[src/rtl/smem_wr_pkg.sv]
// Package: shared definitions for the static-memory write cycle generator.
// Assumes two strobes, indexed by the constants below.
package smem_wr_pkg;

    // Which strobe governs the data driver.
    typedef enum logic {
        CTRL_BY_CS = 1'b0,
        CTRL_BY_WE = 1'b1
    } wr_ctrl_e;

    localparam int unsigned NUM_STROBES = 2;
    localparam int unsigned SIDX_WE     = 0;
    localparam int unsigned SIDX_CS     = 1;

endpackage

[src/rtl/smem_wr_seq.sv]
// Module: access sequencer. Accepts a start while idle, latches the access
// length (0 treated as 1), and counts access clocks 0..L-1, flagging the last.
// Assumes start_i is synchronous to clk.
module smem_wr_seq #(
    parameter int unsigned CNT_W = 6
) (
    input  logic             clk,
    input  logic             rst_n,
    input  logic             start_i,
    input  logic [CNT_W-1:0] len_i,
    output logic             accept_o,
    output logic             busy_o,
    output logic [CNT_W-1:0] cnt_o,
    output logic             done_o
);

    logic             busy_q;
    logic [CNT_W-1:0] cnt_q;
    logic [CNT_W-1:0] last_q;

    // Accept a new access only when no access is running.
    assign accept_o = start_i && !busy_q;
    assign done_o   = busy_q && (cnt_q == last_q);
    assign busy_o   = busy_q;
    assign cnt_o    = cnt_q;

    // Advance the access counter and end the access on its last clock.
    always_ff @(posedge clk) begin
        if (!rst_n) begin
            busy_q <= 1'b0;
            cnt_q  <= '0;
            last_q <= '0;
        end else if (accept_o) begin
            busy_q <= 1'b1;
            cnt_q  <= '0;
            last_q <= (len_i == '0) ? '0 : len_i - CNT_W'(1);
        end else if (busy_q) begin
            if (done_o) begin
                busy_q <= 1'b0;
                cnt_q  <= '0;
            end else begin
                cnt_q  <= cnt_q + CNT_W'(1);
            end
        end
    end

    // the clock after done is idle.
    p_done_ends_r9: assert property (@(posedge clk) disable iff (!rst_n)
        done_o |=> !busy_q);

    // a running access keeps counting whatever start_i does.
    p_start_ignored_r8: assert property (@(posedge clk) disable iff (!rst_n)
        (busy_q && !done_o) |=> (busy_q && cnt_q == $past(cnt_q) + CNT_W'(1)));

    // an accepted start opens the access at clock zero.
    p_accept_opens_r2: assert property (@(posedge clk) disable iff (!rst_n)
        accept_o |=> (busy_q && cnt_q == '0));

endmodule

[src/rtl/smem_wr_strobe.sv]
// Module: one strobe shaper. Latches its setup and pulse counts at the start
// edge and drives an active-low strobe that is low for access clocks in
// [setup, setup+pulse). Also reports whether the setup phase has elapsed.
// Assumes cnt_i counts access clocks from zero while busy_i is high.
module smem_wr_strobe #(
    parameter int unsigned CNT_W = 6
) (
    input  logic             clk,
    input  logic             rst_n,
    input  logic             load_i,
    input  logic [CNT_W-1:0] setup_i,
    input  logic [CNT_W-1:0] pulse_i,
    input  logic             busy_i,
    input  logic [CNT_W-1:0] cnt_i,
    output logic             strobe_n_o,
    output logic             setup_done_o
);

    logic [CNT_W-1:0] setup_q;
    logic [CNT_W:0]   end_q;

    // Capture this strobe's timing when an access begins.
    always_ff @(posedge clk) begin
        if (!rst_n) begin
            setup_q <= '0;
            end_q   <= '0;
        end else if (load_i) begin
            setup_q <= setup_i;
            end_q   <= {1'b0, setup_i} + {1'b0, pulse_i};
        end
    end

    // Decode the strobe level and setup-elapsed flag from the access count.
    always_comb begin
        setup_done_o = busy_i && (cnt_i >= setup_q);
        strobe_n_o   = !(setup_done_o && ({1'b0, cnt_i} < end_q));
    end

    // a nonzero setup keeps the strobe high on the first access clock.
    p_setup_high_r3: assert property (@(posedge clk) disable iff (!rst_n)
        (load_i && setup_i != '0) |=> strobe_n_o);

    // a zero setup with a nonzero pulse drives the strobe low at once.
    p_setup_zero_r6: assert property (@(posedge clk) disable iff (!rst_n)
        (load_i && setup_i == '0 && pulse_i != '0) |=> !strobe_n_o);

endmodule

[src/rtl/smem_wr_dpath.sv]
// Module: write data path. Latches word address, data, byte enables and the
// control-mode bit at the start edge; drives the bus and its enable from the
// setup-elapsed flag of whichever strobe the mode selects.
// Assumes busy_i is high for exactly the access clocks.
module smem_wr_dpath
    import smem_wr_pkg::*;
#(
    parameter int unsigned WADDR_W = 24,
    parameter int unsigned DATA_W  = 32,
    parameter int unsigned BE_W    = DATA_W / 8
) (
    input  logic               clk,
    input  logic               rst_n,
    input  logic               load_i,
    input  logic [WADDR_W-1:0] waddr_i,
    input  logic [DATA_W-1:0]  wdata_i,
    input  logic [BE_W-1:0]    be_i,
    input  logic               ctrl_sel_i,
    input  logic               busy_i,
    input  logic               we_setup_done_i,
    input  logic               cs_setup_done_i,
    output wr_ctrl_e           mode_o,
    output logic [WADDR_W-1:0] waddr_o,
    output logic [BE_W-1:0]    bsel_n_o,
    output logic [DATA_W-1:0]  dq_o,
    output logic               dq_oe_o
);

    logic [WADDR_W-1:0] addr_q;
    logic [DATA_W-1:0]  data_q;
    logic [BE_W-1:0]    be_q;
    wr_ctrl_e           mode_q;

    // Capture the access payload and control mode when an access begins.
    always_ff @(posedge clk) begin
        if (!rst_n) begin
            addr_q <= '0;
            data_q <= '0;
            be_q   <= '0;
            mode_q <= CTRL_BY_CS;
        end else if (load_i) begin
            addr_q <= waddr_i;
            data_q <= wdata_i;
            be_q   <= be_i;
            mode_q <= wr_ctrl_e'(ctrl_sel_i);
        end
    end

    // Select the governing strobe and drive the bus outputs.
    always_comb begin
        dq_oe_o  = busy_i && ((mode_q == CTRL_BY_WE) ? we_setup_done_i
                                                      : cs_setup_done_i);
        dq_o     = dq_oe_o ? data_q : '0;
        bsel_n_o = busy_i ? ~be_q : '1;
        waddr_o  = addr_q;
        mode_o   = mode_q;
    end

    // the latched payload does not move while an access runs.
    p_payload_stable_r7: assert property (@(posedge clk) disable iff (!rst_n)
        busy_i |=> ($stable(addr_q) && $stable(data_q) && $stable(be_q)
                    && $stable(mode_q)));

endmodule

[src/rtl/smem_wr_cycle.sv]
// Module: static-memory write cycle generator (top). Ties the sequencer, the
// two strobe shapers and the data path together.
// Assumes timing inputs are valid in the clock where start_i is accepted.
module smem_wr_cycle
    import smem_wr_pkg::*;
#(
    parameter int unsigned ADDR_W = 26,
    parameter int unsigned DATA_W = 32,
    parameter int unsigned CNT_W  = 6
) (
    input  logic                               clk,
    input  logic                               rst_n,
    input  logic                               start_i,
    input  logic [ADDR_W-$clog2(DATA_W/8)-1:0] waddr_i,
    input  logic [DATA_W-1:0]                  wdata_i,
    input  logic [DATA_W/8-1:0]                be_i,
    input  logic                               ctrl_sel_i,
    input  logic [CNT_W-1:0]                   we_setup_i,
    input  logic [CNT_W-1:0]                   we_pulse_i,
    input  logic [CNT_W-1:0]                   cs_setup_i,
    input  logic [CNT_W-1:0]                   cs_pulse_i,
    input  logic [CNT_W-1:0]                   cyc_len_i,
    output logic                               cs_n_o,
    output logic                               we_n_o,
    output logic [DATA_W/8-1:0]                bsel_n_o,
    output logic [ADDR_W-$clog2(DATA_W/8)-1:0] waddr_o,
    output logic [DATA_W-1:0]                  dq_o,
    output logic                               dq_oe_o,
    output logic                               done_o
);

    localparam int unsigned BE_W    = DATA_W / 8;
    localparam int unsigned WADDR_W = ADDR_W - $clog2(BE_W);

    logic             accept;
    logic             busy;
    logic [CNT_W-1:0] cnt;
    wr_ctrl_e         mode;

    logic [CNT_W-1:0]       setup_arr [NUM_STROBES];
    logic [CNT_W-1:0]       pulse_arr [NUM_STROBES];
    logic [NUM_STROBES-1:0] strobe_n;
    logic [NUM_STROBES-1:0] setup_done;

    // Route each strobe's timing inputs to its shaper slot.
    always_comb begin
        setup_arr[SIDX_WE] = we_setup_i;
        pulse_arr[SIDX_WE] = we_pulse_i;
        setup_arr[SIDX_CS] = cs_setup_i;
        pulse_arr[SIDX_CS] = cs_pulse_i;
    end

    smem_wr_seq #(.CNT_W(CNT_W)) u_seq (
        .clk      (clk),
        .rst_n    (rst_n),
        .start_i  (start_i),
        .len_i    (cyc_len_i),
        .accept_o (accept),
        .busy_o   (busy),
        .cnt_o    (cnt),
        .done_o   (done_o)
    );

    for (genvar s = 0; s < NUM_STROBES; s++) begin : g_strobe
        smem_wr_strobe #(.CNT_W(CNT_W)) u_strobe (
            .clk          (clk),
            .rst_n        (rst_n),
            .load_i       (accept),
            .setup_i      (setup_arr[s]),
            .pulse_i      (pulse_arr[s]),
            .busy_i       (busy),
            .cnt_i        (cnt),
            .strobe_n_o   (strobe_n[s]),
            .setup_done_o (setup_done[s])
        );
    end

    smem_wr_dpath #(
        .WADDR_W (WADDR_W),
        .DATA_W  (DATA_W),
        .BE_W    (BE_W)
    ) u_dpath (
        .clk             (clk),
        .rst_n           (rst_n),
        .load_i          (accept),
        .waddr_i         (waddr_i),
        .wdata_i         (wdata_i),
        .be_i            (be_i),
        .ctrl_sel_i      (ctrl_sel_i),
        .busy_i          (busy),
        .we_setup_done_i (setup_done[SIDX_WE]),
        .cs_setup_done_i (setup_done[SIDX_CS]),
        .mode_o          (mode),
        .waddr_o         (waddr_o),
        .bsel_n_o        (bsel_n_o),
        .dq_o            (dq_o),
        .dq_oe_o         (dq_oe_o)
    );

    assign we_n_o = strobe_n[SIDX_WE];
    assign cs_n_o = strobe_n[SIDX_CS];

    // in strobe-controlled mode the strobe is never low with the bus off.
    p_we_data_valid_r4: assert property (@(posedge clk) disable iff (!rst_n)
        (mode == CTRL_BY_WE && !we_n_o) |-> dq_oe_o);

    // in select-controlled mode the select is never low with the bus off.
    p_cs_data_valid_r5: assert property (@(posedge clk) disable iff (!rst_n)
        (mode == CTRL_BY_CS && !cs_n_o) |-> dq_oe_o);

    // once on, the driver stays on until the done clock.
    p_oe_holds_r4: assert property (@(posedge clk) disable iff (!rst_n)
        (dq_oe_o && !done_o) |=> dq_oe_o);

    // the bus is idle on the clock after done.
    p_idle_after_done_r9: assert property (@(posedge clk) disable iff (!rst_n)
        done_o |=> (cs_n_o && we_n_o && !dq_oe_o && (&bsel_n_o) && !done_o));

endmodule

[config.mk]
export PLATFORM = sky130hd
export DESIGN_NAME = smem_wr_cycle
export DESIGN_NICKNAME = d
export VERILOG_FILES = /design/src/rtl/smem_wr_pkg.sv /design/src/rtl/smem_wr_seq.sv /design/src/rtl/smem_wr_strobe.sv /design/src/rtl/smem_wr_dpath.sv /design/src/rtl/smem_wr_cycle.sv
export SDC_FILE = /design/constraint.sdc
export NUM_CORES = 1
export LEC_CHECK = 0
export ABC_AREA = 1
export BUFFER_PORTS_ARGS = -buffer_cell sky130_fd_sc_hd__buf_4
export CAP_MARGIN = 20
export CELL_PAD_IN_SITES_DETAIL_PLACEMENT = 0
export CELL_PAD_IN_SITES_GLOBAL_PLACEMENT = 1
export CORE_MARGIN = 2
export CORE_UTILIZATION = 32
export DETAILED_ROUTE_END_ITERATION = 12
export GPL_ROUTABILITY_DRIVEN = 0
export HOLD_SLACK_MARGIN = 0.12
export PLACE_DENSITY_LB_ADDON = 0.1
export RECOVER_POWER = 50
export SETUP_SLACK_MARGIN = 0.5
export SYNTH_ARGS = -nofsm -noshare
export SYNTH_HDL_FRONTEND = slang
export SYNTH_SLANG_ARGS = --single-unit
export TNS_END_PERCENT = 5
[constraint.sdc]
create_clock -name clk -period 1.8 [get_ports clk]
set_input_delay 0.36 -clock clk [delete_from_list [all_inputs] [get_ports clk]]
set_output_delay 0.36 -clock clk [all_outputs]
set_load 0.005 [all_outputs]
==> impl_metrics.yaml <==
critical_path:
  cp.required_ns: 1.44
  slowest_stage: "dfxtp_2"
  cpPeakStageDelay_ns: 0.36
  cp_cell_sequence: "inv_4 -> ha_1 -> o21ai_1 -> nand2_1 -> nand2_1 -> nand2_1 -> nand2_1 -> nand2_2 -> nand2_4 -> clkbuf_16 -> nor2_4 -> buf_4"
  path_common_cell: "nand2_1"
  path_class: "reg2out"
  cp_max_fo: 8
  worst_setup_path_end_kind: "output port"
  arrival_ns: 2.00
  start_kind: "flip-flop"
synth:
  synth_xor_area_share_pct: 1.87
  synth_mux_area_share_pct: 0
  seq_area_frac_synth_pct: 42.8
  synthFlopType: "dfxtp_1"
  synthArstFlopShare_pct: 0
  synth_adder_area_share_pct: 10.8
  ys_warn_count: 0
  postSynthCellCount: 590
  syn-num-nets: 723
  synth_top_family_by_area: "simple AND/OR/NAND/NOR gates"
  synthSimpleGateAreaFrac_pct: 17.6
  syn-cell-area_um2: 4670
  syn_avg_cell_area_um2: 7.92
  synth_edf_count: 0
  ys_types: 26
  synth_compound_area_share_pct: 16.2
  ys_seq_elements: 100
detailed_routing:
  routedWlPerCell_um: 12.8
  firstDrtPassIters: 4
  drcViolationCount: 0
  drtIter0Drc: 115
  postRouteAntennaNets: 0
  vias_per_cell: 4.49
  vias: 4310
  drt-total-wl_um: 12300
sta:
  max_freq_mhz: 424
  finalHoldViolations: 0
  min_period_ns: 2.36
  tightest_slew_ns: 0.394
  slew_headroom_pct: 73.7
  skew_ns: 0.00616
  setup_viol: 36
  fin_ws_ns: -0.559
  rsz0062_at_grt: "true"
  maxSlewViolCount: 0
  tns_ns: -18.18
  min_period_over_period_pct: 131
final_layout:
  postLayoutCoreUtil_pct: 48.7
  drive_gt1_share_pct: 39.8
  instances_no_fill: 960
  layout.nets: 904
  seqCellArea_um2: 2020
  multiInputGateArea_um2: 2540
  areaGrowthSynthToFinish_pct: 50.3
  antenna_cells: 0
  nFillCells: 1427
clock_network:
  cts_buffer_depth: 2
  ctsRootBufferMaster: "clkbuf_16"
  hold_buffers: 0
  cts_sinks: 100
  cts_made_buffers: 9
  insertion_delay_ns: 0.34
  htreeDepth: 3
  cts_tree: "done"
  clkTransAtPathRegs_ns: 0.07
floorplanning:
  dieArea_um2: 15600
  initial_core_util_pct: 32.4
  die_w_um: 125
  fp.coreArea_um2: 14400
  ioPinCount: 158
  core.rowCount: 44
  die_y_um: 125
status:
  violations: "negative setup slack"
  outcome: "complete, but fails checks"
global_routing:
  grtUsageTotal_pct: 15.0
  grt_max_degree: 40
  grt_pass1_wl_um: 19300
  grt_overflow_total: 0
  antenna_found_initial: 0
  grt_pass1_vias: 4100
placement:
  pre_cts_slack_ns: -0.165
  placement.io_buffers: 157
  dp_cells: 938
  place_hpwl_um: 8840
power_and_ir_drop:
  power_mw: 5.42
  ir_worst_vdd_uv: 428
  power_leakage_nw: 3.18
  powerDensity_nw_per_um2: 772
flow_run:
  maxCapViolations: 0
min_path:
  hp-class: "in2reg"
[cells by family after synthesis]
logic type | Yosys count
flops | 100
compound gates | 122
buf+inv | 118
xor+xnor | 10
fa+ha+maj | 39
simple gates | 201
[layout by cell type, fill, tap and decap left out, types with 2 or more instances in the layout]
master	instances
a21o_1	4
a21oi_1	18
a21oi_2	4
a22o_1	32
buf_12	5
buf_4	148
buf_6	7
buf_8	2
clkbuf_16	12
clkbuf_4	25
clkinv_2	2
clkinvlp_4	4
dfxtp_1	93
dfxtp_2	3
dfxtp_4	4
fa_2	2
ha_1	30
ha_4	7
inv_1	89
inv_2	7
nand2_1	87
nand2_2	29
nand2_4	2
nand3_1	12
nand3b_1	3
nand4_1	3
nor2_1	24
nor2_2	20
nor2_4	15
nor3_1	2
o21ai_0	11
o21ai_1	40
o22ai_1	7
o22ai_2	4
or2_2	3
xnor2_1	4
xor2_1	6
[repair_timing]
item	in CTS	in global routing
setup endpoints to repair	125	99
resized for setup	20	110
pin swaps	6	25
setup buffers	0	2
gates cloned	0	4
[final cells by class]
type | count | area share (%)
clock buffer | 10 | 3.40
clock inverter | 6 | 0.570
inverter | 97 | 5.22
multi-input combinational | 372 | 36.2
sequential | 100 | 28.8
tap | 184 | 3.28
timing repair buffer | 191 | 22.6
[state kept, by name, summed over array words and instances, names as in the netlist]
name / flops
u_dpath.waddr_o: 24
u_seq.busy_o: 1
g_strobe.u_strobe.setup_q: 12
g_strobe.u_strobe.end_q: 14
u_seq.cnt_o: 6
u_seq.last_q: 6
u_dpath.data_q: 32
u_dpath.be_q: 4
u_dpath.mode_o: 1
[power breakdown]
group | total [mW] | internal (mW) | leakage (nW) | switching (mW)
logic | 1.19 | 0.591 | 2.23 | 0.599
registers | 2.43 | 2.37 | 0.827 | 0.0645
clock network | 1.80 | 0.969 | 0.127 | 0.829
total | 5.42 | 3.93 | 3.18 | 1.49
[through the flow]
step,hold WS [ns],cell area (µm²)
after floorplan,0.440,4700
after global placement,0.455,6220
after detailed placement,0.454,6220
after CTS,0.205,6550
after global routing,0.210,7020
final,0.219,7020
[worst paths after layout]
check,endpoint,cells after the start,from,slack (ns)
setup / recovery,dq_o[15],12,u_seq.cnt_o[0],-0.56
hold reg to reg,u_dpath.data_q[26],2,u_dpath.data_q[26],0.47
setup reg to reg,u_dpath.waddr_o[14],5,u_seq.busy_o,0.20
hold / removal,u_dpath.data_q[1],3,wdata_i[1],0.22
[critical path, delay by kind of cell, from the launching register on]
family | cells | cell delay, ns
DFF | 1 | 0.36
AOI/OAI and AO/OA | 1 | 0.13
buffers and inverters | 3 | 0.40
adders and majority gates | 1 | 0.29
and+or+nand+nor | 7 | 0.49
[synth_stat cells, types with 2 or more instances]
| master | count | share of area, % |
|---|---|---|
| buf_2 | 13 | 1.4 |
| o21ai_0 | 17 | 1.8 |
| xnor2_1 | 4 | 0.75 |
| nand2_1 | 117 | 9.4 |
| o21ai_1 | 35 | 3.7 |
| fa_1 | 2 | 0.86 |
| o22ai_1 | 11 | 1.5 |
| a21oi_1 | 22 | 2.4 |
| nor2_1 | 56 | 4.5 |
| nand3b_1 | 3 | 0.48 |
| nand4_1 | 3 | 0.40 |
| dfxtp_1 | 100 | 43 |
| nand3_1 | 13 | 1.4 |
| ha_1 | 37 | 9.9 |
| nor2_4 | 3 | 0.72 |
| a22o_1 | 32 | 6.0 |
| inv_2 | 3 | 0.24 |
| buf_6 | 5 | 1.2 |
| clkbuf_1 | 3 | 0.24 |
| inv_1 | 94 | 7.6 |
| xor2_1 | 6 | 1.1 |
| nor3_1 | 2 | 0.21 |
| or2_2 | 3 | 0.40 |
| a21o_1 | 4 | 0.64 |
[metal layers]
metal  routed length [µm]  share of wire, %  track usage (%)
met1                 5560                45             19.1
met2                 5920                48             24.8
met3                  668               5.4             3.74
met4                  164               1.3             5.16
met5                    0                 0                0
Note: power is estimated with default switching activity, not from simulation.
